### src/rtl/bilbo_pkg.sv
// Package: shared mode type and decode for the observer register.
// Assumes the mode pair is presented as {b1, b0}.
package bilbo_pkg;

    typedef enum logic [1:0] {
        MODE_SCAN  = 2'b00,
        MODE_LFSR  = 2'b01,
        MODE_CLEAR = 2'b10,
        MODE_LOAD  = 2'b11
    } bilbo_mode_e;

    // Maps the raw mode pins onto the named mode.
    function automatic bilbo_mode_e decode_mode(input logic b1, input logic b0);
        bilbo_mode_e m;
        case ({b1, b0})
            2'b00:   m = MODE_SCAN;
            2'b01:   m = MODE_LFSR;
            2'b10:   m = MODE_CLEAR;
            default: m = MODE_LOAD;
        endcase
        return m;
    endfunction

endpackage

### src/rtl/bilbo_head_mux.sv
// Module: chain-head select. Gives the serial input in scan mode and the
// XOR of the two tail taps in every other mode.
// Assumes the caller passes the last two stages as the taps.
module bilbo_head_mux
    import bilbo_pkg::*;
(
    input  bilbo_mode_e mode,
    input  logic        scan_in,
    input  logic        tap_hi,
    input  logic        tap_lo,
    output logic        head
);

    logic feedback;

    // Linear feedback from the tail taps.
    always_comb feedback = tap_hi ^ tap_lo;

    // Picks the source of the chain head.
    always_comb head = (mode == MODE_SCAN) ? scan_in : feedback;

endmodule

### src/rtl/bilbo_stage.sv
// Module: one stage of the register. The next value depends on the mode:
// the parallel bit, the chain bit, their XOR, or zero.
// Assumes a synchronous active-low reset that takes priority over the mode.
module bilbo_stage
    import bilbo_pkg::*;
(
    input  logic        clk,
    input  logic        rst_n,
    input  bilbo_mode_e mode,
    input  logic        chain_in,
    input  logic        par_bit,
    output logic        q
);

    logic nxt;

    // Selects the next stage value by mode.
    always_comb begin
        case (mode)
            MODE_LOAD:  nxt = par_bit;
            MODE_SCAN:  nxt = chain_in;
            MODE_LFSR:  nxt = chain_in ^ par_bit;
            default:    nxt = 1'b0;
        endcase
    end

    // Stage flop with synchronous active-low reset.
    always_ff @(posedge clk) begin
        if (!rst_n) q <= 1'b0;
        else        q <= nxt;
    end

endmodule

### src/rtl/bilbo_reg.sv
// Module: multi-mode test register (normal, scan, feedback, clear).
// Stage 0 is the chain head and the last stage drives scan_out.
// Assumes WIDTH >= 2. The feedback taps are fixed to the last two stages,
// which gives a maximal-length sequence at the default width of 3.
module bilbo_reg
    import bilbo_pkg::*;
#(
    parameter int WIDTH = 3
) (
    input  logic             clk,
    input  logic             rst_n,
    input  logic             mode_b0,
    input  logic             mode_b1,
    input  logic [WIDTH-1:0] par_in,
    input  logic             scan_in,
    output logic             scan_out,
    output logic [WIDTH-1:0] par_out
);

    localparam int TAP_HI = WIDTH - 1;
    localparam int TAP_LO = WIDTH - 2;

    bilbo_mode_e      mode;
    logic             head;
    logic [WIDTH-1:0] chain;
    logic [WIDTH-1:0] state;

    // Decodes the mode pins once for all stages.
    always_comb mode = decode_mode(mode_b1, mode_b0);

    bilbo_head_mux u_head (
        .mode    (mode),
        .scan_in (scan_in),
        .tap_hi  (state[TAP_HI]),
        .tap_lo  (state[TAP_LO]),
        .head    (head)
    );

    // Chain wiring: the head feeds stage 0 and each stage feeds the next.
    always_comb chain[0] = head;

    generate
        for (genvar i = 1; i < WIDTH; i++) begin : g_link
            always_comb chain[i] = state[i-1];
        end
        for (genvar i = 0; i < WIDTH; i++) begin : g_stage
            bilbo_stage u_stage (
                .clk      (clk),
                .rst_n    (rst_n),
                .mode     (mode),
                .chain_in (chain[i]),
                .par_bit  (par_in[i]),
                .q        (state[i])
            );
        end
    endgenerate

    // Drives the outputs from the stage flops.
    always_comb par_out  = state;
    always_comb scan_out = state[TAP_HI];

endmodule

### config.mk
export PLATFORM = sky130hd
export DESIGN_NAME = bilbo_reg
export DESIGN_NICKNAME = d
export VERILOG_FILES = /design/src/rtl/bilbo_pkg.sv /design/src/rtl/bilbo_head_mux.sv /design/src/rtl/bilbo_stage.sv /design/src/rtl/bilbo_reg.sv
export SDC_FILE = /design/constraint.sdc
export NUM_CORES = 1
export LEC_CHECK = 0
export ABC_AREA = 1
export BUFFER_PORTS_ARGS = -buffer_cell sky130_fd_sc_hd__buf_2
export CORE_AREA = 3 3 40 42
export CTS_CLUSTER_SIZE = 30
export DETAILED_ROUTE_END_ITERATION = 10
export DIE_AREA = 0 0 43 45
export PLACE_DENSITY_LB_ADDON = 0.2
export SETUP_SLACK_MARGIN = 0.3
export SLEW_MARGIN = 30
export SYNTH_ARGS = -nofsm -noshare
export SYNTH_HDL_FRONTEND = slang
export SYNTH_SLANG_ARGS = --single-unit
### constraint.sdc
create_clock -name clk -period 1.9 [get_ports clk]
set_clock_uncertainty 0.1 [all_clocks]
set_input_delay 0.38 -clock clk [delete_from_list [all_inputs] [get_ports clk]]
set_output_delay 0.38 -clock clk [all_outputs]
set_load 0.02 [all_outputs]
==> impl_metrics.csv <==
group,metric,value,unit
cts,clkTransAtPathRegs,0.04,ns
timing,period_minus_slack,1.240,ns
layout,biggestRegsByFlops,"g_stage.u_stage.q: 3 flops",
cts,clock_path_buffers,2,
cts,cts-hold-fix-buffers,0,
critical_path,critPathCaptureType,"output pin",
critical_path,worstRegToRegCells,7,
cts,post_cts_resized,0,
global_route,antenna_found_initial,0,
layout,final_cell_mix,"buf_2 (11), inv_1 (6), nand2_1 (6)",
layout,fin_nets,51,
floorplanning,die_area,1935,um2
floorplanning,core_area,1285,um2
layout,drive_gt1_share,40.48,%
run,drv_cap,0,
global_route,grt_pass1_wl,752,um
timing,rsz0062_at_grt,"false",
timing,setup_viol,0,
yosys,synth_seq_cells,3,
drt,wl_per_cell,8.246,um
critical_path,path_depth,1,
pwr,p_leak,0.1531,nW
cts,post_cts_buffers,0,
run_status,status,"finished clean",
timing,fmax,806.3,MHz
yosys,synth_top_area_cell,"dfxtp_1",
yosys,avgSynthCellArea,6.756,um2
floorplanning,die_y,45,um
critical_path,startpoint_type,"register",
critical_path,worstSetupStartpoint,"g_stage[2].u_stage.q",
critical_path,r2r_setup_slack,0.93,ns
placement,place_congestion,0.6386,
global_route,grt-ovfl-total,0,
critical_path,crit_arrival,0.76,ns
yosys,ys_types,13,
yosys,synthesis.instances,30,
critical_path,crit_chain,"buf_2",
critical_path,cp-endpoint,"par_out[2]",
drt,drtAntennaViolNets,0,
cts,htreeDepth,1,
global_route,first_global_vias,212,
cts,cts_tree,"yes",
global_route,grt_max_degree,6,
drt,vias,229,
timing,hold_slack,0.2957,ns
critical_path,cp_max_fo,4,
critical_path,cp_slowest_stage_delay,0.35,ns
yosys,yosysWarnings,0,
cts,cts_sinks,3,
min_path,hold_path.class,"input port to register",
cts,clk_latency,0.23,ns
cts,cts_made_buffers,3,
timing,worst_slew_pin_slew,0.1989,ns
drt,drt-total-wl,470,um
timing,fin_setup_tns,0,ns
layout,largest_reg_flops,3,
yosys,synth.top_cell.area_share,29.63,%
drt,first_iter_violations,2,
drt,drc,0,
timing,fin_crit_sh,65.27,%
floorplanning,row_count,13,
layout,antenna_cells,0,
yosys,synth_area,202.7,um2
yosys,syn_nets,38,
cts,root_buffer,"clkbuf_4",
floorplanning,fp.dieW,43,um
timing,hold_viol_final,0,
pwr,power_density,797.3,nW/um2
critical_path,critPathSlowestCell,"dfxtp_1",
pwr,vdd_ir_drop_max,0.1681,mV
min_path,min_from,"rst_n",
critical_path,worstReg2RegStart,"g_stage[1].u_stage.q",
critical_path,required,1.42,ns
timing,max_slew_margin,86.63,%
yosys,seq_area_frac_synth,29.63,%
critical_path,critPathTopFamily,"flip-flops",
placement,hpwl,383.8,um
critical_path,path_buf_inv,1,
floorplanning,ios,12,
yosys,netlist_top_cells_area,"dfxtp_1 (30%), buf_4 (11%), inv_1 (11%)",
drt,drt_first_pass_iters,4,
layout,final_common_cell,"buf_2",
floorplanning,start_util,15.77,%
drt,vias_per_cell,4.018,
timing,finalMaxSlewViolations,0,
critical_path,path_class,"register to output pin",
layout,area_growth,38.27,%
global_route,globalRouteTotalUtil,5.653,%
critical_path,r2r_end,"g_stage[0].u_stage.q",
placement,place.port_buffers,11,
layout,top_register,"g_stage.u_stage.q",
==> per-stage QoR <==
step                      total power [mW]  util [%]  instance area, um2  std cells  setup WS [ns]
after floorplan                    0.09906         -               202.7         30         0.7828
after global placement              0.1114     19.77               254.0         53         0.8188
after detailed placement            0.1111     19.77               254.0         53         0.8147
after CTS                           0.2305     21.81               280.3         57         0.6396
after global routing                0.2362     21.81               280.3         57         0.6161
final                               0.2234     21.81               280.3         57         0.6598
==> cells in the mapped netlist <==
cell type	count
inv_1	6
nand2_1	6
buf_4	3
dfxtp_1	3
inv_2	2
nand3_1	2
nand4_1	2
a21boi_0	1
a22oi_1	1
nor2_1	1
nor3b_1	1
nor4_2	1
o22ai_1	1
==> area by class of cell <==
cell class              count  area, um2
clock buffers               4      26.28
well taps                  15      18.77
inverters                   8      30.03
flip-flops and latches      3      60.06
multi-input cells          16      90.09
fillers                   154       1005
repair buffers             11      55.05
==> kinds of logic after synthesis <==
group | after synthesis | synth area share (%)
AND/OR/NAND/NOR | 13 | 33.95
buffers and inverters | 11 | 25.93
flip-flops | 3 | 29.63
AO/OA/AOI/OAI | 3 | 10.50
==> layer usage <==
metal	track usage (%)	up-vias	part of all wire, %
met1	4.077	104	36
li1	-	118	-
met5	0	-	0
met3	3.984	0	9.4
met4	5.422	0	0
met2	9.581	7	54
==> worst min path at each step <==
stage,to,slack (ns),depth (start not counted)
floorplan,g_stage[1].u_stage.q,0.40,2
global placement,g_stage[2].u_stage.q,0.47,3
detailed placement,g_stage[2].u_stage.q,0.46,3
CTS,g_stage[1].u_stage.q,0.29,3
global route,g_stage[1].u_stage.q,0.32,3
finish,g_stage[1].u_stage.q,0.30,3
==> power by group <==
part / internal, mW / switching [mW] / total [mW]
combinational: 0.0159 / 0.0236 / 0.0395
sequential: 0.0674 / 0.00284 / 0.0703
clock: 0.0788 / 0.0348 / 0.114
==> worst reg2reg max path, delay by kind of cell (launching register included) <==
| family | cells | cell delay (ns) |
|---|---|---|
| and+or+nand+nor | 5 | 0.32 |
| buffers and inverters | 2 | 0.11 |
| DFF | 1 | 0.33 |
Note: power is estimated with default switching activity, not from simulation.
